**src/rtl/dbgAhbPkg.sv**
```systemverilog
package dbgAhbPkg;

  typedef enum logic [1:0] {
    ST_IDLE,
    ST_ADDR,
    ST_DATA
  } ctlState_e;

  // Strobes from control to datapath
  typedef struct packed {
    logic load;       // take a new request
    logic addrPhase;  // bus address phase active
    logic capture;    // data phase completes this cycle
    logic advance;    // step to next packed lane
  } ctlStrobe_t;

  localparam logic [1:0] HTRANS_IDLE   = 2'b00;
  localparam logic [1:0] HTRANS_NONSEQ = 2'b10;
  localparam logic [2:0] HBURST_SINGLE = 3'b000;

endpackage

```
**src/rtl/dbgAhbDatapath.sv**
```systemverilog
module dbgAhbDatapath
  import dbgAhbPkg::*;
#(
  parameter int ADDR_W = 32,
  parameter int DATA_W = 32
) (
  input  logic              clk,
  input  logic              rstN,
  input  ctlStrobe_t        strobe,
  input  logic [ADDR_W-1:0] reqAddr,
  input  logic              reqWrite,
  input  logic [2:0]        reqSize,
  input  logic [DATA_W-1:0] reqWdata,
  input  logic [4:0]        reqProt,
  input  logic              reqNonSec,
  input  logic              reqPacked,
  input  logic              dbgEnable,
  input  logic              secureAllow,
  input  logic [DATA_W-1:0] hrdata,
  output logic              reqFault,
  output logic              lastBeat,
  output logic [ADDR_W-1:0] haddr,
  output logic              hwrite,
  output logic [2:0]        hsize,
  output logic [6:0]        hprot,
  output logic [DATA_W/8-1:0] hbstrb,
  output logic [DATA_W-1:0] hwdata,
  output logic [DATA_W-1:0] rspData
);

  localparam int LANES = DATA_W / 8;
  localparam int OFF_W = $clog2(LANES);
  localparam int CNT_W = OFF_W + 1;
  localparam logic [2:0] SIZE_MAX = 3'(OFF_W);

  function automatic logic [LANES-1:0] laneMask(input logic [2:0] sz,
                                                input logic [OFF_W-1:0] off);
    int unsigned lo;
    int unsigned hi;
    lo = 32'(off);
    hi = lo + (32'd1 << sz);
    for (int unsigned i = 0; i < LANES; i++) begin
      laneMask[i] = (i >= lo) && (i < hi);
    end
  endfunction

  logic [ADDR_W-1:0] addrR;
  logic [2:0]        sizeR;
  logic              writeR;
  logic [DATA_W-1:0] wdataR;
  logic [4:0]        protR;
  logic              nonSecR;
  logic [CNT_W-1:0]  beatsR;
  logic [DATA_W-1:0] accR;

  // Request screening and beat count
  int unsigned       offInt;
  int unsigned       sizeInt;
  logic              sizeBad;
  logic              misaligned;
  logic [CNT_W-1:0]  reqBeats;

  always_comb begin
    offInt     = 32'(reqAddr[OFF_W-1:0]);
    sizeInt    = 32'(reqSize);
    sizeBad    = reqSize > SIZE_MAX;
    misaligned = !sizeBad && ((offInt & ((32'd1 << sizeInt) - 32'd1)) != 0);
    reqFault   = !dbgEnable || (!reqNonSec && !secureAllow) || sizeBad || misaligned;
    if (reqPacked && (reqSize < SIZE_MAX)) begin
      reqBeats = CNT_W'((32'(LANES) - offInt) >> sizeInt);
    end else begin
      reqBeats = CNT_W'(1);
    end
  end

  // Byte strobes expanded to a bit mask for read gathering
  logic [LANES-1:0]  strbNow;
  logic [DATA_W-1:0] bitMask;

  assign strbNow = laneMask(sizeR, addrR[OFF_W-1:0]);

  for (genvar g = 0; g < LANES; g++) begin : gLaneMask
    assign bitMask[8*g +: 8] = {8{strbNow[g]}};
  end

  always_ff @(posedge clk) begin
    if (!rstN) begin
      addrR   <= '0;
      sizeR   <= '0;
      writeR  <= 1'b0;
      wdataR  <= '0;
      protR   <= '0;
      nonSecR <= 1'b1;
      beatsR  <= '0;
      accR    <= '0;
    end else if (strobe.load) begin
      addrR   <= reqAddr;
      sizeR   <= reqSize;
      writeR  <= reqWrite;
      wdataR  <= reqWdata;
      protR   <= reqProt;
      nonSecR <= reqNonSec;
      beatsR  <= reqBeats;
      accR    <= '0;
    end else begin
      if (strobe.capture && !writeR) begin
        accR <= accR | (hrdata & bitMask);
      end
      if (strobe.advance) begin
        addrR  <= addrR + (ADDR_W'(1) << sizeR);
        beatsR <= beatsR - CNT_W'(1);
      end
    end
  end

  assign lastBeat = beatsR == CNT_W'(1);
  assign haddr    = addrR;
  assign hwrite   = writeR;
  assign hsize    = sizeR;
  assign hwdata   = wdataR;
  assign hbstrb   = strbNow;
  assign hprot    = {nonSecR, 1'b0, protR[4:3], 1'b0, protR[1:0]};
  assign rspData  = accR;

endmodule

```
**src/rtl/dbgAhbControl.sv**
```systemverilog
module dbgAhbControl
  import dbgAhbPkg::*;
(
  input  logic       clk,
  input  logic       rstN,
  input  logic       reqValid,
  input  logic       reqFault,
  input  logic       lastBeat,
  input  logic       hready,
  input  logic [1:0] hresp,
  output ctlStrobe_t strobe,
  output logic       reqReady,
  output logic       rspValid,
  output logic       rspErr
);

  ctlState_e state;
  ctlState_e stateNext;
  logic      busErr;
  logic      finish;

  assign busErr = hresp != 2'b00;

  always_comb begin
    strobe    = '0;
    stateNext = state;
    finish    = 1'b0;
    unique case (state)
      ST_IDLE: begin
        if (reqValid) begin
          strobe.load = 1'b1;
          if (!reqFault) stateNext = ST_ADDR;
        end
      end
      ST_ADDR: begin
        strobe.addrPhase = 1'b1;
        if (hready) stateNext = ST_DATA;
      end
      ST_DATA: begin
        if (hready) begin
          strobe.capture = 1'b1;
          if (busErr || lastBeat) begin
            finish    = 1'b1;
            stateNext = ST_IDLE;
          end else begin
            strobe.advance = 1'b1;
            stateNext      = ST_ADDR;
          end
        end
      end
      default: stateNext = ST_IDLE;
    endcase
  end

  always_ff @(posedge clk) begin
    if (!rstN) begin
      state    <= ST_IDLE;
      rspValid <= 1'b0;
      rspErr   <= 1'b0;
    end else begin
      state    <= stateNext;
      rspValid <= 1'b0;
      if (state == ST_IDLE && reqValid && reqFault) begin
        rspValid <= 1'b1;
        rspErr   <= 1'b1;
      end else if (finish) begin
        rspValid <= 1'b1;
        rspErr   <= busErr;
      end
    end
  end

  assign reqReady = state == ST_IDLE;

endmodule

```
**src/rtl/dbgAhbSingleMaster.sv**
```systemverilog
module dbgAhbSingleMaster
  import dbgAhbPkg::*;
#(
  parameter int ADDR_W = 32,
  parameter int DATA_W = 32
) (
  input  logic              clk,
  input  logic              rstN,
  input  logic              reqValid,
  output logic              reqReady,
  input  logic [ADDR_W-1:0] reqAddr,
  input  logic              reqWrite,
  input  logic [2:0]        reqSize,
  input  logic [DATA_W-1:0] reqWdata,
  input  logic [4:0]        reqProt,
  input  logic              reqNonSec,
  input  logic              reqPacked,
  output logic              rspValid,
  output logic              rspErr,
  output logic [DATA_W-1:0] rspData,
  input  logic              dbgEnable,
  input  logic              secureAllow,
  output logic [ADDR_W-1:0] haddr,
  output logic [1:0]        htrans,
  output logic              hwrite,
  output logic [2:0]        hsize,
  output logic [2:0]        hburst,
  output logic [6:0]        hprot,
  output logic [DATA_W/8-1:0] hbstrb,
  output logic [DATA_W-1:0] hwdata,
  input  logic [DATA_W-1:0] hrdata,
  input  logic              hready,
  input  logic [1:0]        hresp
);

  ctlStrobe_t strobe;
  logic       reqFault;
  logic       lastBeat;

  dbgAhbControl uCtl (
    .clk      (clk),
    .rstN     (rstN),
    .reqValid (reqValid),
    .reqFault (reqFault),
    .lastBeat (lastBeat),
    .hready   (hready),
    .hresp    (hresp),
    .strobe   (strobe),
    .reqReady (reqReady),
    .rspValid (rspValid),
    .rspErr   (rspErr)
  );

  dbgAhbDatapath #(.ADDR_W(ADDR_W), .DATA_W(DATA_W)) uDp (
    .clk         (clk),
    .rstN        (rstN),
    .strobe      (strobe),
    .reqAddr     (reqAddr),
    .reqWrite    (reqWrite),
    .reqSize     (reqSize),
    .reqWdata    (reqWdata),
    .reqProt     (reqProt),
    .reqNonSec   (reqNonSec),
    .reqPacked   (reqPacked),
    .dbgEnable   (dbgEnable),
    .secureAllow (secureAllow),
    .hrdata      (hrdata),
    .reqFault    (reqFault),
    .lastBeat    (lastBeat),
    .haddr       (haddr),
    .hwrite      (hwrite),
    .hsize       (hsize),
    .hprot       (hprot),
    .hbstrb      (hbstrb),
    .hwdata      (hwdata),
    .rspData     (rspData)
  );

  assign htrans = strobe.addrPhase ? HTRANS_NONSEQ : HTRANS_IDLE;
  assign hburst = HBURST_SINGLE;

endmodule

```
**config.mk**
```make
export PLATFORM = sky130hd
export DESIGN_NAME = dbgAhbSingleMaster
export DESIGN_NICKNAME = d
export VERILOG_FILES = /design/src/rtl/dbgAhbPkg.sv /design/src/rtl/dbgAhbDatapath.sv /design/src/rtl/dbgAhbControl.sv /design/src/rtl/dbgAhbSingleMaster.sv
export SDC_FILE = /design/constraint.sdc
export NUM_CORES = 1
export LEC_CHECK = 0
export BUFFER_PORTS_ARGS = -buffer_cell sky130_fd_sc_hd__buf_4
export CAP_MARGIN = 20
export CORE_AREA = 2 2 104 116
export DETAILED_ROUTE_END_ITERATION = 8
export DIE_AREA = 0 0 106 118
export GPL_TIMING_DRIVEN = 1
export PLACE_DENSITY = 0.87
export RECOVER_POWER = 100
export SYNTH_ARGS = -nofsm -noshare
export SYNTH_HDL_FRONTEND = slang
export SYNTH_SLANG_ARGS = --single-unit
export TNS_END_PERCENT = 50
```
**constraint.sdc**
```tcl
create_clock -name clk -period 3.6 [get_ports clk]
set_clock_uncertainty 0.2 [all_clocks]
set_input_delay 0 -clock clk [delete_from_list [all_inputs] [get_ports clk]]
set_output_delay 0 -clock clk [all_outputs]
set_load 0.01 [all_outputs]
```
==> impl_results.md <==
- Outcome: completed
- Routability congestion estimate from global placement: 0.8547
- Max capacitance violation total: 0
- Required @ worst endpoint: 3.63 ns
- Transition at the pin with the smallest max-transition slack: ~1.2 ns
- IO buf count: around 230
- Post-route worst setup slack: slightly above 0.2 ns
- Estimated wirelength of the detail-placed design: roughly 11000 um
- Cell area after synthesis: between 0.005 and 0.006 sq mm
- PnR Total Power: roughly 2.8 mW
- Die area: between 0.01 and 0.015 sq mm
- Post-synth top area share: 0.4324
- P per Cell Area: between 300 and 400 mW/mm^2
- Total vias in the final route: about 6000
- Std-Cell Core Area: 0.01134 sq mm
- Root buffer cell: clkbuf_16
- Leading cell types by total area after synthesis: dfxtp_1, nand2_1, a21oi_1
- Post-CTS setup-driven buffer insertion count: 0
- Series of cell instances along the critical path: nor3_1 > ha_1 > fa_1 > a21o_1 > a221oi_1 > o21ai_2 > nand4_1 > xor2_1 > a21oi_1 > dlygate4sd3_1
- Layout Area Growth over Synthesis: 52.41%
- Final hold violation count: 0
- Number of nets in the layout: between 1000 and 1500
- Clock tree from TritonCTS: done
- Via count of the first global-routing pass: slightly above 6000
- Met1 usage: 0.3253
- Net switching power: between 0.8 and 0.9 mW
- Final setup fails: 0
- GRT Total Usage: 0.3059
- Maximum buffer depth of the clock tree: 2
- Seq/Total Area, Yosys: 0.4324
- Crit path max fanout: 10
- Ratio of final minimum period to clock period: 0.9437
- Number of synthesized flops with an enable pin: 0
- Internal power: ~2.0 mW
- Post-Synthesis Mean Instance Area: roughly 8.4 sq um
- Minimum hold slack: between 0.0001 and 0.00015 ns
- Detailed-router iteration count before antenna repair: 5
- Arrival @ worst endpoint: approximately 3.4 ns
- Count of antenna-violating nets left after detailed routing: 0
- Worst setup path category: register to register
- Die height: roughly 120 um
- Highest ir drop seen on vdd: around 0.00022 V
- Startpoint Class: register
- Sequential Power Share: 0.475
- Fraction of power consumed by combinational cells: 0.184
- Critical path capture point type: register
- CP peak stage delay: roughly 0.57 ns
- Achievable Freq: 0.2944 GHz
- Pin count of the biggest net entering global routing: 64
- Syn Inst Count: between 600 and 700
- Global routing usage on met3: 0.05869
- Top cell type by total area after synthesis: dfxtp_1
- Final Max Tran Viols: 0
- Sum of negative setup slack: 0 ns
- Prevailing post-synth register cell: dfxtp_1
- Post-layout minimum cycle time: 3.397 ns
- Yosys reg bits: about 110
- Unrepaired setup endpoints after global routing: no
- Number of antenna violations at the first check in global routing: 2
- Number of warnings issued by yosys: 0
- Number of DRC markers in iteration 0: ~370
- Avg Vias per Cell: between 5 and 6
- Switching fraction of total power: 0.2847
- Routed WL per cell: roughly 18 um
- Top cell types by occurrence after synthesis: nand2_1, dfxtp_1, a21oi_1
- TritonCTS Sinks: approximately 110
- Level count of the clock H-tree: 3
- Library cells used by synthesis: 66
- Fraction of registers with async set or reset after synthesis: 0
- Fraction of final layout cells with drive strength greater than 1: 0.1614
- Post-route DRC: 0
- Cell with the largest stage delay on the worst path: dlygate4sd3_1
- Remaining global-route overflow: 0
- Worst slew margin relative to its limit: 0.1910
- DIE WIDTH: 106 um
- Clock power share: 0.341
- Final routed wirelength across all metal layers: about 19000 um
- Leakage dissipation: approximately 3.2 nW
- Fraction of met2 tracks used by global routing: 0.5718
- Row cnt: ~40
- Number of buffers added by the clock tree synthesis step: 9
- Worst slack, placed: roughly 0.73 ns
- Busiest grt layer: met2
- Clock slew seen by the registers of the worst setup and hold paths: ~0.080 ns
- Wire length of the first global-routing pass: around 31000 um
- Starting density of the core: 0.4573
- Filler Cell Count: 912
- Clock Latency Late Sink: ~0.34 ns
- Path category of the worst min-delay check: input pin to register
- Top Ports: 234
- Top-count cell post-synth: nand2_1
[power by group through the flow]
stage               logic [mW]  registers (mW)  clock network [mW]
finish                   0.523            1.35               0.973
detailed placement       0.448            1.38                   0
CTS                      0.554            1.35               0.976
global placement         0.439            1.38                   0
floorplan                0.195            1.39                   0
global route             0.564            1.36                1.02
[routing by layer]
layer / share of wire / wire length [um]
met3: 0.059 / 1153
met4: 0.034 / 655
met1: 0.38 / 7359
met5: 0 / 0
met2: 0.53 / 10270
[timing repair]
action | in CTS | in global routing
hold buffers | 118 | 0
resized for setup | 0 | 1
endpoints found under the hold margin | 112 | 0
setup endpoints to repair | 0 | 1
[registers in the layout, summed over array words and instances, names as in the netlist]
register and cells:
uDp.haddr 32, uDp.hwdata 32, uDp.rspData 32, uDp.protR 4, uDp.beatsR 3, uDp.hsize 3, uCtl.state 2, uCtl.rspErr 1
uCtl.rspValid 1, uDp.hwrite 1, uDp.nonSecR 1
[worst max-delay path: cells and delay by family, from the launching register on]
family	cells	cell delay (ns)
compound gates	4	0.93
fa+ha+maj	2	0.67
buf+inv	1	0.57
flops	1	0.50
simple gates	2	0.24
xor+xnor	1	0.16
[final timing paths]
| check | from | endpoint | slack (ns) | cells after the start |
|---|---|---|---|---|
| max | uDp.hsize[1] | uDp.haddr[10] | 0.20 | 10 |
| min | rstN | uCtl.state[1] | 0.0001 | 3 |
| max reg2reg | uDp.hsize[1] | uDp.haddr[10] | 0.20 | 10 |
| min reg2reg | uDp.protR[0] | uDp.protR[0] | 0.26 | 2 |
[area by class of cell]
| cell class | count | area, sq um | area share |
|---|---|---|---|
| clock buffer | 9 | 225.2 | 0.02850 |
| sequential | 112 | 2243 | 0.2839 |
| inverter | 14 | 52.55 | 0.006650 |
| multi-input combinational | 456 | 2636 | 0.3336 |
| antenna | 2 | 5.005 | 0.0006333 |
| clock inverter | 7 | 56.30 | 0.007125 |
| timing repair buffer | 350 | 2496 | 0.3159 |
| tap | 150 | 187.7 | 0.02375 |
[per-stage QoR]
stage / util / instances / area [sq um]
3_3_place_gp: 0.6134 / 964 / 6954
2_1_floorplan: - / 622 / 5204
5_1_grt: 0.6971 / 1100 / 7903
3_5_place_dp: 0.6134 / 964 / 6954
6_report: 0.6971 / 1100 / 7903
4_1_cts: 0.7424 / 1098 / 8417
[placed cells by master (no fill, tap or decap), types with 12 or more instances in the layout]
| cell | count |
|---|---|
| o21ai_0 | 28 |
| xnor2_1 | 17 |
| a21oi_1 | 68 |
| dfxtp_1 | 111 |
| dlygate4sd3_1 | 118 |
| clkbuf_1 | 113 |
| a21boi_0 | 30 |
| nand2_1 | 119 |
| buf_4 | 118 |
| inv_1 | 14 |
| nor2_1 | 45 |
| nand3_1 | 12 |
[logic make-up (layout without fill, tap and decap cells)]
group | after synthesis | in the layout | synth area share
DFF | 112 | 112 | 0.4324
muxes | 1 | 1 | 0.001931
buffers and inverters | 54 | 380 | 0.04633
AOI/OAI and AO/OA | 180 | 180 | 0.2336
xor gates and xnor gates | 26 | 26 | 0.04392
adders and majority gates | 12 | 12 | 0.03041
other | 1 | 8 | 0.0007232
and+or+nand+nor | 231 | 231 | 0.2107
(Power assumes the default switching activity.)
